### src/rtl/hecc_pkg.sv
package hecc_pkg;
  localparam int COL_BITS  = 3;
  localparam int LINE_BITS = 9;
  localparam int HALF_W    = COL_BITS + LINE_BITS;
  localparam int CODE_W    = 2 * HALF_W;

  typedef enum logic [1:0] {
    CHK_CLEAN     = 2'd0,
    CHK_DATA_FIX  = 2'd1,
    CHK_CODE_ONLY = 2'd2,
    CHK_BAD       = 2'd3
  } chk_kind_t;
endpackage

### src/rtl/hecc_lane.sv
module hecc_lane
  import hecc_pkg::*;
#(
  parameter int SECTOR_BYTES = 512,
  localparam int CNT_W = $clog2(SECTOR_BYTES + 1)
) (
  input  logic              clk,
  input  logic              rst_n,
  input  logic              restart_i,
  input  logic              feed_i,
  input  logic [7:0]        byte_i,
  input  logic              fetch_i,
  output logic [HALF_W-1:0] lo_o,
  output logic [HALF_W-1:0] hi_o
);
  logic [HALF_W-1:0]    lo_q, hi_q, lo_d, hi_d;
  logic [CNT_W-1:0]     cnt_q, cnt_d;
  logic                 armed_q, armed_d;
  logic                 accept, upd_en, bpar;
  logic [LINE_BITS-1:0] idx;

  assign accept = feed_i && armed_q && (cnt_q < CNT_W'(SECTOR_BYTES));
  assign upd_en = restart_i || fetch_i || accept;
  assign bpar   = ^byte_i;
  assign idx    = LINE_BITS'(cnt_q);

  always_comb begin
    lo_d    = lo_q;
    hi_d    = hi_q;
    cnt_d   = cnt_q;
    armed_d = armed_q;
    if (restart_i) begin
      lo_d    = '0;
      hi_d    = '0;
      cnt_d   = '0;
      armed_d = 1'b1;
    end else if (fetch_i) begin
      lo_d    = '0;
      hi_d    = '0;
      cnt_d   = '0;
      armed_d = 1'b0;
    end else if (accept) begin
      for (int k = 0; k < COL_BITS; k++) begin
        for (int j = 0; j < 8; j++) begin
          if (byte_i[j]) begin
            if (((j >> k) & 1) == 1) hi_d[k] = ~hi_d[k];
            else                     lo_d[k] = ~lo_d[k];
          end
        end
      end
      for (int k = 0; k < LINE_BITS; k++) begin
        if (idx[k]) hi_d[COL_BITS+k] = hi_d[COL_BITS+k] ^ bpar;
        else        lo_d[COL_BITS+k] = lo_d[COL_BITS+k] ^ bpar;
      end
      cnt_d = cnt_q + 1'b1;
    end
  end

  always_ff @(posedge clk or negedge rst_n) begin
    if (!rst_n) begin
      lo_q    <= '0;
      hi_q    <= '0;
      cnt_q   <= '0;
      armed_q <= 1'b0;
    end else if (upd_en) begin
      lo_q    <= lo_d;
      hi_q    <= hi_d;
      cnt_q   <= cnt_d;
      armed_q <= armed_d;
    end
  end

  assign lo_o = lo_q;
  assign hi_o = hi_q;

  // a fetch without restart leaves the lane empty
  p_fetch_clears_r5: assert property (@(posedge clk) disable iff (!rst_n)
    (fetch_i && !restart_i) |=> (lo_o == '0 && hi_o == '0));

  // a disarmed lane holds no parity
  p_disarmed_empty_r5: assert property (@(posedge clk) disable iff (!rst_n)
    !armed_q |-> (lo_o == '0 && hi_o == '0));

  // byte count never passes the sector size
  p_count_bound_r7: assert property (@(posedge clk) disable iff (!rst_n)
    cnt_q <= CNT_W'(SECTOR_BYTES));
endmodule

### src/rtl/hecc_pack.sv
module hecc_pack
  import hecc_pkg::*;
(
  input  logic [HALF_W-1:0] lo_i,
  input  logic [HALF_W-1:0] hi_i,
  output logic [CODE_W-1:0] code_o
);
  // inversion makes an all-ones sector read back as a matching code
  assign code_o = ~{hi_i, lo_i};
endmodule

### src/rtl/hecc_judge.sv
module hecc_judge
  import hecc_pkg::*;
#(
  parameter int SECTOR_BYTES = 512
) (
  input  logic                 clk,
  input  logic                 rst_n,
  input  logic                 cmp_valid,
  input  logic [CODE_W-1:0]    stored_code,
  input  logic [CODE_W-1:0]    calc_code,
  output logic                 res_valid,
  output logic [1:0]           res_kind,
  output logic [LINE_BITS-1:0] res_byte,
  output logic [COL_BITS-1:0]  res_bit
);
  logic [CODE_W-1:0]    diff;
  logic [HALF_W-1:0]    fold;
  logic [LINE_BITS-1:0] byte_idx;
  logic [COL_BITS-1:0]  bit_idx;
  chk_kind_t            kind_d, kind_q;
  logic [LINE_BITS-1:0] byte_d, byte_q;
  logic [COL_BITS-1:0]  bit_d, bit_q;
  logic                 valid_q;

  assign diff     = stored_code ^ calc_code;
  assign fold     = diff[CODE_W-1:HALF_W] ^ diff[HALF_W-1:0];
  assign byte_idx = diff[CODE_W-1:HALF_W+COL_BITS];
  assign bit_idx  = diff[HALF_W+COL_BITS-1:HALF_W];

  always_comb begin
    kind_d = CHK_BAD;
    byte_d = '0;
    bit_d  = '0;
    if (diff == '0) begin
      kind_d = CHK_CLEAN;
    end else if (fold == '1) begin
      if (int'(byte_idx) < SECTOR_BYTES) begin
        kind_d = CHK_DATA_FIX;
        byte_d = byte_idx;
        bit_d  = bit_idx;
      end
    end else if ($countones(diff) == 1) begin
      kind_d = CHK_CODE_ONLY;
    end
  end

  always_ff @(posedge clk or negedge rst_n) begin
    if (!rst_n) valid_q <= 1'b0;
    else        valid_q <= cmp_valid;
  end

  always_ff @(posedge clk or negedge rst_n) begin
    if (!rst_n) begin
      kind_q <= CHK_CLEAN;
      byte_q <= '0;
      bit_q  <= '0;
    end else if (cmp_valid) begin
      kind_q <= kind_d;
      byte_q <= byte_d;
      bit_q  <= bit_d;
    end
  end

  assign res_valid = valid_q;
  assign res_kind  = kind_q;
  assign res_byte  = byte_q;
  assign res_bit   = bit_q;

  // a clean report only follows identical codes
  p_clean_match_r8: assert property (@(posedge clk) disable iff (!rst_n)
    (res_valid && res_kind == CHK_CLEAN) |-> $past(stored_code == calc_code));

  // a code-only report only follows a one-bit difference
  p_code_only_single_r11: assert property (@(posedge clk) disable iff (!rst_n)
    (res_valid && res_kind == CHK_CODE_ONLY) |-> $past($countones(stored_code ^ calc_code) == 1));

  // a data patch location always lies inside the sector
  p_fix_in_range_r10: assert property (@(posedge clk) disable iff (!rst_n)
    (res_valid && res_kind == CHK_DATA_FIX) |-> (int'(res_byte) < SECTOR_BYTES));

  // a result follows a request by one cycle
  p_result_latency_r13: assert property (@(posedge clk) disable iff (!rst_n)
    res_valid |-> $past(cmp_valid));
endmodule

### src/rtl/hecc_engine.sv
module hecc_engine
  import hecc_pkg::*;
#(
  parameter int NUM_CS       = 4,
  parameter int SECTOR_BYTES = 512,
  localparam int CS_W = (NUM_CS > 1) ? $clog2(NUM_CS) : 1
) (
  input  logic              clk,
  input  logic              rst_n,
  input  logic [NUM_CS-1:0] start_mask,
  input  logic              din_valid,
  input  logic [CS_W-1:0]   sel_cs,
  input  logic [7:0]        din,
  input  logic              rd_req,
  input  logic [CS_W-1:0]   rd_cs,
  output logic              code_valid,
  output logic [23:0]       code,
  input  logic              cmp_valid,
  input  logic [23:0]       stored_code,
  input  logic [23:0]       calc_code,
  output logic              res_valid,
  output logic [1:0]        res_kind,
  output logic [8:0]        res_byte,
  output logic [2:0]        res_bit
);
  logic              rst_meta_n, rst_q_n;
  logic [HALF_W-1:0] lo_w [NUM_CS];
  logic [HALF_W-1:0] hi_w [NUM_CS];
  logic [HALF_W-1:0] lo_sel, hi_sel;
  logic [CODE_W-1:0] code_d, code_q;
  logic              cv_q;

  // reset asserted at once, released on the clock
  always_ff @(posedge clk or negedge rst_n) begin
    if (!rst_n) begin
      rst_meta_n <= 1'b0;
      rst_q_n    <= 1'b0;
    end else begin
      rst_meta_n <= 1'b1;
      rst_q_n    <= rst_meta_n;
    end
  end

  for (genvar i = 0; i < NUM_CS; i++) begin : g_lane
    hecc_lane #(.SECTOR_BYTES(SECTOR_BYTES)) u_lane (
      .clk      (clk),
      .rst_n    (rst_q_n),
      .restart_i(start_mask[i]),
      .feed_i   (din_valid && (sel_cs == CS_W'(i))),
      .byte_i   (din),
      .fetch_i  (rd_req && (rd_cs == CS_W'(i))),
      .lo_o     (lo_w[i]),
      .hi_o     (hi_w[i])
    );
  end

  always_comb begin
    lo_sel = '0;
    hi_sel = '0;
    for (int i = 0; i < NUM_CS; i++) begin
      if (rd_cs == CS_W'(i)) begin
        lo_sel = lo_w[i];
        hi_sel = hi_w[i];
      end
    end
  end

  hecc_pack u_pack (
    .lo_i  (lo_sel),
    .hi_i  (hi_sel),
    .code_o(code_d)
  );

  always_ff @(posedge clk or negedge rst_q_n) begin
    if (!rst_q_n) cv_q <= 1'b0;
    else          cv_q <= rd_req;
  end

  always_ff @(posedge clk or negedge rst_q_n) begin
    if (!rst_q_n)    code_q <= '0;
    else if (rd_req) code_q <= code_d;
  end

  assign code_valid = cv_q;
  assign code       = code_q;

  hecc_judge #(.SECTOR_BYTES(SECTOR_BYTES)) u_judge (
    .clk        (clk),
    .rst_n      (rst_q_n),
    .cmp_valid  (cmp_valid),
    .stored_code(stored_code),
    .calc_code  (calc_code),
    .res_valid  (res_valid),
    .res_kind   (res_kind),
    .res_byte   (res_byte),
    .res_bit    (res_bit)
  );

  // fetched code appears one cycle after the request
  p_code_latency_r5: assert property (@(posedge clk) disable iff (!rst_q_n)
    code_valid |-> $past(rd_req));

  // code is stable while no fetch is issued
  p_code_hold_r2: assert property (@(posedge clk) disable iff (!rst_q_n)
    !$past(rd_req) |-> $stable(code));
endmodule

### config.mk
export PLATFORM = sky130hd
export DESIGN_NAME = hecc_engine
export DESIGN_NICKNAME = d
export VERILOG_FILES = /design/src/rtl/hecc_pkg.sv /design/src/rtl/hecc_lane.sv /design/src/rtl/hecc_pack.sv /design/src/rtl/hecc_judge.sv /design/src/rtl/hecc_engine.sv
export SDC_FILE = /design/constraint.sdc
export NUM_CORES = 1
export LEC_CHECK = 0
export CAP_MARGIN = 20
export CORE_ASPECT_RATIO = 0.5
export CORE_MARGIN = 3
export CORE_UTILIZATION = 35
export CTS_CLUSTER_DIAMETER = 60
export CTS_CLUSTER_SIZE = 14
export DETAILED_ROUTE_END_ITERATION = 10
export GPL_ROUTABILITY_DRIVEN = 0
export HOLD_SLACK_MARGIN = 0.06
export PLACE_DENSITY_LB_ADDON = 0.3
export SETUP_SLACK_MARGIN = 0.1
export SLEW_MARGIN = 20
export SYNTH_ARGS = -nofsm -noshare
export SYNTH_HDL_FRONTEND = slang
export SYNTH_SLANG_ARGS = --single-unit
### constraint.sdc
create_clock -name clk -period 5.4 [get_ports clk]
set_input_delay 1.08 -clock clk [delete_from_list [all_inputs] [get_ports clk]]
set_output_delay 1.08 -clock clk [all_outputs]
set_load 0.005 [all_outputs]
==> impl_metrics.json, run 1 <==
{
  "report.final.slew_viol_count": 0,
  "worst-endpoint-arrival_ns": 5.54,
  "wirelength_um": 26700,
  "skew_ns": 0.0105,
  "outcome": "finished clean",
  "tightest_slew_ns": 0.885,
  "p_comb_share_pct": 35.4,
  "numCtsBuffers": 17,
  "worstSkewPairLatency_ns": 0.44,
  "start_util_pct": 36.0,
  "die_area_um2": 31100,
  "nets": 1284,
  "diodes": 0,
  "drt_first_pass_iters": 5,
  "pin_count": 109,
  "async_flop_share_pct": 100,
  "rrSetupSlack_ns": 2.99,
  "p_per_area_nw_per_um2": 339,
  "cts_tree": "done",
  "num_vias": 8256,
  "peakVddDrop_mv": 0.315,
  "switching_power_mw": 1.45,
  "seq_area_frac_synth_pct": 45.0,
  "die_w_um": 247,
  "p_int_mw": 2.82,
  "power.total_mw": 4.27,
  "drt_iter0_drc": 497,
  "hold_violations": 0,
  "cts_buffer_depth": 2,
  "clkTransAtPathRegs_ns": 0.07,
  "p_seq_share_pct": 34.0,
  "grt_antenna_before_repair": 0,
  "ys.flop_type": "dfrtp_1",
  "synth-edff-count": 0,
  "holdBufCountCts": 0,
  "required_ns": 5.71,
  "area_growth_pct": 24.4,
  "r2r-start": "g_lane[0].u_lane.cnt_q[9]$_DFFE_PN0P_",
  "syn_nets": 1169,
  "cts-root-buf": "clkbuf_16",
  "synth_area_um2": 10100,
  "drive_above_1_share_pct": 15.8,
  "cts.sinks": 182,
  "path_max_fanout": 2,
  "fin_crit_sh_pct": 96.7,
  "path_class": "input pin to flop",
  "htree_num_levels": 4,
  "wl_per_cell_um": 17.2,
  "track_usage_pct": 17.4,
  "endpoint_kind": "flop",
  "grt_pass1_wl_um": 43400,
  "layout_min_cycle_time_ns": 5.22,
  "rr_endpoint": "g_lane[0].u_lane.cnt_q[6]$_DFFE_PN0P_",
  "pwr-share-clk_pct": 30.7,
  "dpl.hpwl_um": 18600,
  "fmaxAchievable_mhz": 191,
  "grt_pass1_vias": 8211,
  "fillCellCount": 2669,
  "final_antenna_net_count": 0,
  "power_leakage_nw": 5.26,
  "dieHeight_um": 126,
  "grt_max_degree": 145,
  "drc": 0,
  "start_kind": "input pin",
  "final_cell_mix": "dfrtp_1, nand2_1, a21oi_1, o21ai_0, clkdlybuf4s50_1",
  "syn_avg_cell_area_um2": 9.70,
  "cap_violations": 0,
  "ys_ff_latch": 182,
  "fin_util_pct": 44.8,
  "hold_path.class": "flop to async pin",
  "avgViaCountPerCell": 5.31,
  "rsz0062_at_grt": "true",
  "grt-ovfl-total": 0,
  "synth_cell_types": 47,
  "p_sw_share_pct": 33.9,
  "max_slew_margin_pct": 40.8,
  "r2r_cells": 5,
  "syn_inst": 1044,
  "place_inst": 1506,
  "hold_slack_ns": 0.331,
  "rows": 43,
  "final_common_cell": "dfrtp_1",
  "layout.cells.non_filler": 1554,
  "numPortBuffers": 108,
  "ys_warn_count": 0,
  "core_area_um2": 28100,
  "final-setup-viol-count": 0
}
[final cells by class]
class                           count  area, um^2  share of cell area (%)
Clock buffer                       20         457                    3.63
Clock inverter                     12         160                    1.27
Inverter                           68         255                    2.03
Multi-Input combinational cell    729        5300                    42.1
Sequential cell                   182        4560                    36.2
Tap cell                          382         478                    3.80
Timing Repair Buffer              161        1390                    11.0
[worst max-delay path by stage]
stage / from / to / slack (ns) / cells after the start
detailed placement: calc_code[6] / u_judge.res_kind[0]$_DFFE_PN0P_ / -0.75 / 17
floorplan: calc_code[11] / u_judge.res_kind[0]$_DFFE_PN0P_ / -0.05 / 16
global placement: stored_code[11] / u_judge.res_kind[0]$_DFFE_PN0P_ / -0.67 / 17
global route: calc_code[11] / u_judge.res_kind[0]$_DFFE_PN0P_ / 0.05 / 17
finish: calc_code[11] / u_judge.res_kind[0]$_DFFE_PN0P_ / 0.18 / 17
CTS: stored_code[0] / u_judge.res_kind[0]$_DFFE_PN0P_ / 0.10 / 18
[registers in the layout, indices dropped and copies added (netlist names)]
name                   flops
code                      24
g_lane.u_lane.hi_o        48
g_lane.u_lane.cnt_q       40
u_judge.res_valid          1
code_valid                 1
u_judge.res_byte           9
rst_q_n                    1
rst_meta_n                 1
g_lane.u_lane.armed_q      4
u_judge.res_kind           2
u_judge.res_bit            3
g_lane.u_lane.lo_o        48
[power groups by stage]
| stage | combinational, mW | sequential [mW] | clock [mW] |
|---|---|---|---|
| 2_1_floorplan | 0.953 | 1.48 | 0 |
| 3_3_place_gp | 1.32 | 1.48 | 0 |
| 3_5_place_dp | 1.40 | 1.48 | 0 |
| 4_1_cts | 1.48 | 1.45 | 1.33 |
| 5_1_grt | 1.74 | 1.46 | 1.39 |
| 6_report | 1.51 | 1.45 | 1.31 |
[cell usage after synthesis (14+ instances only)]
| master | number | area share [%] |
|---|---|---|
| inv_1 | 68 | 2.5 |
| o31ai_1 | 41 | 3.0 |
| fa_1 | 19 | 3.8 |
| nor2_1 | 69 | 2.6 |
| or3_1 | 39 | 2.4 |
| nand4_1 | 14 | 0.87 |
| nand2_1 | 93 | 3.4 |
| dfrtp_1 | 182 | 45 |
| a21oi_1 | 84 | 4.2 |
| o21ai_0 | 76 | 3.8 |
| xor2_1 | 37 | 3.2 |
| clkbuf_1 | 45 | 1.7 |
| xnor2_1 | 58 | 5.0 |
| ha_1 | 37 | 4.6 |
| or4_1 | 41 | 3.0 |
[timing repair]
action,in CTS,in global routing
gates resized for setup,56,75
buffers inserted,11,5
setup endpoints to repair,1,1
pin swaps,37,39
[metal layers]
| layer | vias to the layer above | global-route usage (%) | wire, um |
|---|---|---|---|
| met1 | 4179 | 22.9 | 12000 |
| li1 | 3882 | - | - |
| met3 | 27 | 3.21 | 1270 |
| met5 | - | 0 | 0 |
| met4 | 0 | 4.86 | 383 |
| met2 | 168 | 29.6 | 13100 |
[worst max-delay path, stage by stage]
cell	delay [ns]
buf_6	0.10
xor2_2	0.17
buf_4	0.14
ha_4	0.16
fa_1	0.55
inv_2	0.05
fa_1	0.52
fa_1	0.51
fa_1	0.49
inv_1	0.05
fa_1	0.48
ha_2	0.19
inv_2	0.04
fa_2	0.52
nand4b_1	0.10
o41ai_2	0.29
nand3_1	0.11
[stage by stage]
step | setup WS (ns) | TNS (ns) | area, um^2
global route | 0.0542 | 0 | 12600
detailed placement | -0.749 | -0.749 | 11900
finish | 0.177 | 0 | 12600
floorplan | -0.0469 | -0.0469 | 10200
CTS | 0.104 | 0 | 12600
global placement | -0.674 | -0.674 | 11800
[cells by family (layout without fill, tap and decap cells)]
group	Yosys count	after routing	synth area share, %
AOI/OAI and AO/OA	248	248	14.9
xor gates and xnor gates	99	99	8.86
adders and majority gates	56	56	8.33
buffers and inverters	133	261	5.28
DFF	182	182	45.0
muxes	24	24	2.52
other	1	1	0.0370
and+or+nand+nor	301	301	15.1
Power figures use the tool's default switching activity.
==> inputs of run 2 (changes only) <==
- ABC_AREA: default -> 1
- DONT_BUFFER_PORTS: default -> 1
- HOLD_SLACK_MARGIN: 0.06 -> 0.15
==> run 2 against run 1 <==
Total power down 11%. Register-to-register slack better by 0.31 ns. Global-route usage up 1.9 points. Synthesized cell count up 65%. Largest cell class unchanged. Highest routed layer unchanged.
==> impl_metrics.json, run 2 <==
{
  "grt-ovfl-total": 0,
  "ys_ff_latch": 182,
  "ys.flop_type": "dfrtp_1",
  "skew_ns": 0.0143,
  "wl_per_cell_um": 16.4,
  "report.final.slew_viol_count": 0,
  "die_area_um2": 36900,
  "rows": 47,
  "synth_xor_area_share_pct": 1.96,
  "nets": 1810,
  "num_vias": 10798,
  "path_class": "input pin to flop",
  "grt_pass1_vias": 9903,
  "dpl.hpwl_um": 25300,
  "r2r-start": "g_lane[0].u_lane.cnt_q[9]$_DFFE_PN0P_",
  "synth-simple-area-share_pct": 33.3,
  "setup_tns_ns": 0,
  "clkTransAtPathRegs_ns": 0.07,
  "seq_area_frac_synth_pct": 37.8,
  "syn_inst": 1721,
  "synth_cell_types": 41,
  "synth_top_family_by_area": "simple AND/OR/NAND/NOR gates",
  "htree_num_levels": 4,
  "start_kind": "input pin",
  "wirelength_um": 35000,
  "endpoint_kind": "flop",
  "area_growth_pct": 7.01,
  "cts_buffer_depth": 2,
  "drc": 0,
  "core_area_um2": 33500,
  "rsz0062_at_grt": "false",
  "dieHeight_um": 137,
  "hold_slack_ns": 0.324,
  "grt_antenna_before_repair": 0,
  "fmaxAchievable_mhz": 201,
  "max_slew_margin_pct": 41.7,
  "yosysTopAreaCell": "dfrtp_1",
  "yosys-top-cells-area": "dfrtp_1, nand2_1, inv_1",
  "final_common_cell": "nand2_1",
  "start_util_pct": 36.0,
  "cap_violations": 0,
  "outcome": "finished clean",
  "syn_nets": 1846,
  "ys_top_cells_by_count": "nand2_1, inv_1, nor2_1",
  "yosysMostFrequentCell": "nand2_1",
  "track_usage_pct": 19.3,
  "synth_area_um2": 12100,
  "rrSetupSlack_ns": 3.30,
  "path_max_fanout": 3,
  "cts.sinks": 182,
  "cts-root-buf": "clkbuf_16",
  "drive_above_1_share_pct": 5.01,
  "required_ns": 5.74,
  "final_cell_mix": "nand2_1, inv_1, nor2_1, dfrtp_1, nand3_1",
  "peakVddDrop_mv": 0.218,
  "grt_pass1_wl_um": 55000,
  "numCtsBuffers": 17,
  "layout_min_cycle_time_ns": 4.98,
  "fin_crit_sh_pct": 92.2,
  "power_leakage_nw": 6.35,
  "async_flop_share_pct": 100,
  "hold_violations": 0,
  "synth-edff-count": 0,
  "yosysTopAreaCellShare_pct": 37.8,
  "cts-resized-gates": 0,
  "p_per_area_nw_per_um2": 295,
  "ys_warn_count": 0,
  "pin_count": 109,
  "hold_path.class": "input pin to async pin",
  "synth_compound_area_share_pct": 8.21,
  "cts_tree": "done",
  "final_antenna_net_count": 0,
  "rr_endpoint": "g_lane[0].u_lane.cnt_q[8]$_DFFE_PN0P_",
  "final-setup-viol-count": 0,
  "syn_avg_cell_area_um2": 7.01,
  "numPortBuffers": 0,
  "post_cts_buffers": 0,
  "drt_iter0_drc": 805,
  "grt_max_degree": 138,
  "tightest_slew_ns": 0.871,
  "fin_util_pct": 38.5,
  "diodes": 0,
  "avgViaCountPerCell": 5.05,
  "worst-endpoint-arrival_ns": 5.32,
  "synthAdderAreaFrac_pct": 6.99,
  "holdBufCountCts": 0,
  "r2r_cells": 7,
  "drt_first_pass_iters": 5,
  "die_w_um": 269,
  "synth_mux_area_share_pct": 0,
  "worstSkewPairLatency_ns": 0.46
}
## run 2: worst max path at each step
stage | startpoint | end | slack (ns)
after floorplan | stored_code[0] | u_judge.res_kind[0]$_DFFE_PN0P_ | 0.13
after global placement | stored_code[1] | u_judge.res_kind[0]$_DFFE_PN0P_ | 0.007
after detailed placement | stored_code[0] | u_judge.res_kind[0]$_DFFE_PN0P_ | -0.05
after CTS | stored_code[0] | u_judge.res_kind[0]$_DFFE_PN0P_ | 0.42
after global routing | calc_code[1] | u_judge.res_kind[0]$_DFFE_PN0P_ | 0.21
final | stored_code[1] | u_judge.res_kind[0]$_DFFE_PN0P_ | 0.42
## run 2: logic make-up after synthesis
family,after synthesis
and+or+nand+nor,947
buffers and inverters,330
DFF,182
AOI/OAI and AO/OA,178
adders and majority gates,56
xor gates and xnor gates,27
other,1
## run 2: through the flow
step | instance area, um^2 | total power [mW] | worst slack (ns) | cells
2_1_floorplan | 12100 | 2.33 | 0.131 | 1721
3_5_place_dp | 12300 | 2.54 | -0.0507 | 2107
5_1_grt | 12900 | 4.07 | 0.210 | 2138
3_3_place_gp | 12300 | 2.52 | 0.00684 | 2107
4_1_cts | 12900 | 3.84 | 0.423 | 2138
6_report | 12900 | 3.80 | 0.420 | 2138
## run 2: critical path, stage by stage
cell and delay [ns]:
inv_1 0.03, nand2_1 0.05, nand2_1 0.08, ha_1 0.28, inv_1 0.05, fa_1 0.52
fa_1 0.54, inv_1 0.05, fa_1 0.47, fa_1 0.42, fa_1 0.52, ha_2 0.17
inv_1 0.05, fa_1 0.47, nand2_1 0.05, nor3_1 0.17, nand3_1 0.10, a22oi_1 0.14
nand2_1 0.07
## run 2: layout make-up
cell class | count | area (um^2)
Clock buffer | 22 | 464
Clock inverter | 9 | 118
Fill cell | 3510 | 20600
Inverter | 261 | 982
Multi-Input combinational cell | 1209 | 6120
Sequential cell | 182 | 4560
Tap cell | 441 | 552
Timing Repair Buffer | 14 | 118
## run 2: per-layer routing
| layer | global-route usage [%] | part of all wire (%) | vias up |
|---|---|---|---|
| li1 | - | - | 5366 |
| met1 | 26.4 | 46 | 5080 |
| met2 | 30.3 | 45 | 305 |
| met5 | 0 | 0 | - |
| met4 | 6.04 | 2.5 | 0 |
| met3 | 4.85 | 6.9 | 47 |
## run 2: power by group
group	internal [mW]	leakage (nW)	switching, mW
Sequential	1.41	2.41	0.0519
Combinational	0.391	3.66	0.658
Clock	0.710	0.274	0.581
==> inputs of run 3 (changes only) <==
- CORE_MARGIN: 3 -> default
- clock period: 5.4 -> 6.2 ns (I/O delays scaled with it)
==> run 3 against run 2 <==
Clock skew about the same. Worst setup slack better by 0.58 ns. Sequential share of layout area is essentially flat. Sequential cell count stayed put. Total power is 11% lower. Count of clock-buffer cells in the layout fell by 4. Combinational power decreased by 14%. Hold slack improved by 0.027 ns. Largest cell class unchanged.
==> impl_metrics.json, run 3 (synthesis results as in run 2) <==
{
  "max_slew_margin_pct": 25.4,
  "max_stage_delay_ns": 0.54,
  "setup_tns_ns": 0,
  "fin_util_pct": 38.6,
  "area_growth_pct": 7.11,
  "cts_tree": "done",
  "wirelength_um": 34800,
  "fin_crit_sh_pct": 83.9,
  "fmaxAchievable_mhz": 192,
  "layout_min_cycle_time_ns": 5.20,
  "drc": 0,
  "drt_iter0_drc": 844,
  "p_per_area_nw_per_um2": 263,
  "grt_pass1_vias": 9919,
  "diodes": 0,
  "final_antenna_net_count": 0,
  "dp_slack_ns": 0.519,
  "die_w_um": 265,
  "finalWorstSetupSlack_ns": 0.996,
  "grt_pass1_wl_um": 54800,
  "layout.cells.non_filler": 2134,
  "outcome": "finished clean",
  "final_area_um2": 12900,
  "dieHeight_um": 133,
  "report.final.slew_viol_count": 0,
  "hold_depth": 0,
  "hold_violations": 0,
  "grt_max_degree": 181,
  "cp_slowest_cell": "fa_1",
  "die_area_um2": 35300,
  "pin_count": 109,
  "path_max_fanout": 3,
  "numPortBuffers": 0,
  "core_area_um2": 33500,
  "cts.sinks": 182,
  "fillCellCount": 3518,
  "drive_above_1_share_pct": 4.61,
  "endpoint_kind": "flop",
  "path_class": "input pin to flop",
  "path_cells": "inv_1, nand2_1, nand2_1, ha_1, fa_1, inv_1, fa_1, fa_1, fa_1, inv_1, fa_1, ha_1, inv_1, fa_1, nand2_1, nor3_1, nand3_1, a22oi_1, nand2_1",
  "hold_path.class": "flop to flop",
  "worst-endpoint-arrival_ns": 5.55,
  "nets": 1805,
  "clkTransAtPathRegs_ns": 0.07,
  "worstSkewPairLatency_ns": 0.45,
  "holdBufCountCts": 0,
  "cap_violations": 0,
  "grt-ovfl-total": 0,
  "final_cell_mix": "nand2_1, inv_1, nor2_1, dfrtp_1, nand3_1",
  "num_vias": 10837,
  "skew_ns": 0.0145,
  "crit_buf_inv": 4,
  "placed_area_um2": 12300,
  "crit_cells": 19,
  "track_usage_pct": 20.0,
  "peakVddDrop_mv": 0.214,
  "final_common_cell": "nand2_1",
  "numCtsBuffers": 17,
  "drt_first_pass_iters": 5,
  "hold_slack_ns": 0.351,
  "power.total_mw": 3.40,
  "start_util_pct": 36.1,
  "r2r_cells": 7,
  "htree_num_levels": 4,
  "avgViaCountPerCell": 5.08,
  "cts_buffer_depth": 2,
  "cts-resized-gates": 0,
  "dpl.hpwl_um": 25000,
  "wl_per_cell_um": 16.3,
  "start_kind": "input pin",
  "final-setup-viol-count": 0,
  "critPathTopFamily": "adder cells",
  "power_leakage_nw": 6.37,
  "tightest_slew_ns": 1.12,
  "grt_antenna_before_repair": 0,
  "rows": 47,
  "cts-root-buf": "clkbuf_16",
  "rsz0062_at_grt": "false",
  "post_cts_buffers": 0,
  "required_ns": 6.55,
  "place_inst": 2102,
  "cp_common_cell": "fa_1"
}
run 3: cell types whose count changed in the layout (fill, tap and decap cells not counted), sizes merged:
cell      before  now
clkinv         2    5
clkinvlp       3    2
buf           14    9
clkbuf        22   18
inv          263  264
bufinv         2    4
run 3: layout make-up:
type                    count  area, um^2  area share [%]
clock buffers              18         439            3.40
clock inverters            14         216            1.68
inverters                 261         982            7.60
multi-input cells        1209        6090            47.2
flip-flops and latches    182        4560            35.3
well taps                 441         552            4.27
repair buffers              9        80.1           0.620
run 3: path summary, 6_finish.rpt:
path	slack, ns	start	endpoint
max in group asynchronous	4.92	rst_q_n$_DFF_PN0_	g_lane[3].u_lane.cnt_q[7]$_DFFE_PN0P_
max	1.0	stored_code[10]	u_judge.res_kind[0]$_DFFE_PN0P_
min in group asynchronous	0.49	rst_n	rst_q_n$_DFF_PN0_
max reg2reg	4.14	g_lane[0].u_lane.cnt_q[9]$_DFFE_PN0P_	g_lane[0].u_lane.cnt_q[8]$_DFFE_PN0P_
min	0.35	rst_meta_n$_DFF_PN0_	rst_q_n$_DFF_PN0_
min reg2reg	0.35	rst_meta_n$_DFF_PN0_	rst_q_n$_DFF_PN0_
run 3: report_power, final:
group / switching, mW / internal (mW) / total, mW
Clock: 0.526 / 0.698 / 1.22
Sequential: 0.0388 / 1.23 / 1.27
Combinational: 0.573 / 0.329 / 0.902
run 3: layer usage:
layer	share of wire [%]	global-route usage (%)	routed length, um	up-vias
li1	-	-	-	5363
met1	47	27.3	16300	5167
met2	46	32.6	16100	272
met3	5.3	3.64	1840	35
met4	1.6	5.52	570	0
met5	0	0	0	-
run 3: worst reg2reg max path, stage by stage (launching register included):
cell	delay [ns]
dfrtp_1	0.36
inv_1	0.08
nand4_2	0.54
nor2_1	0.50
nand3_1	0.20
o21ai_1	0.16
nand2_1	0.06
nor2_1	0.09
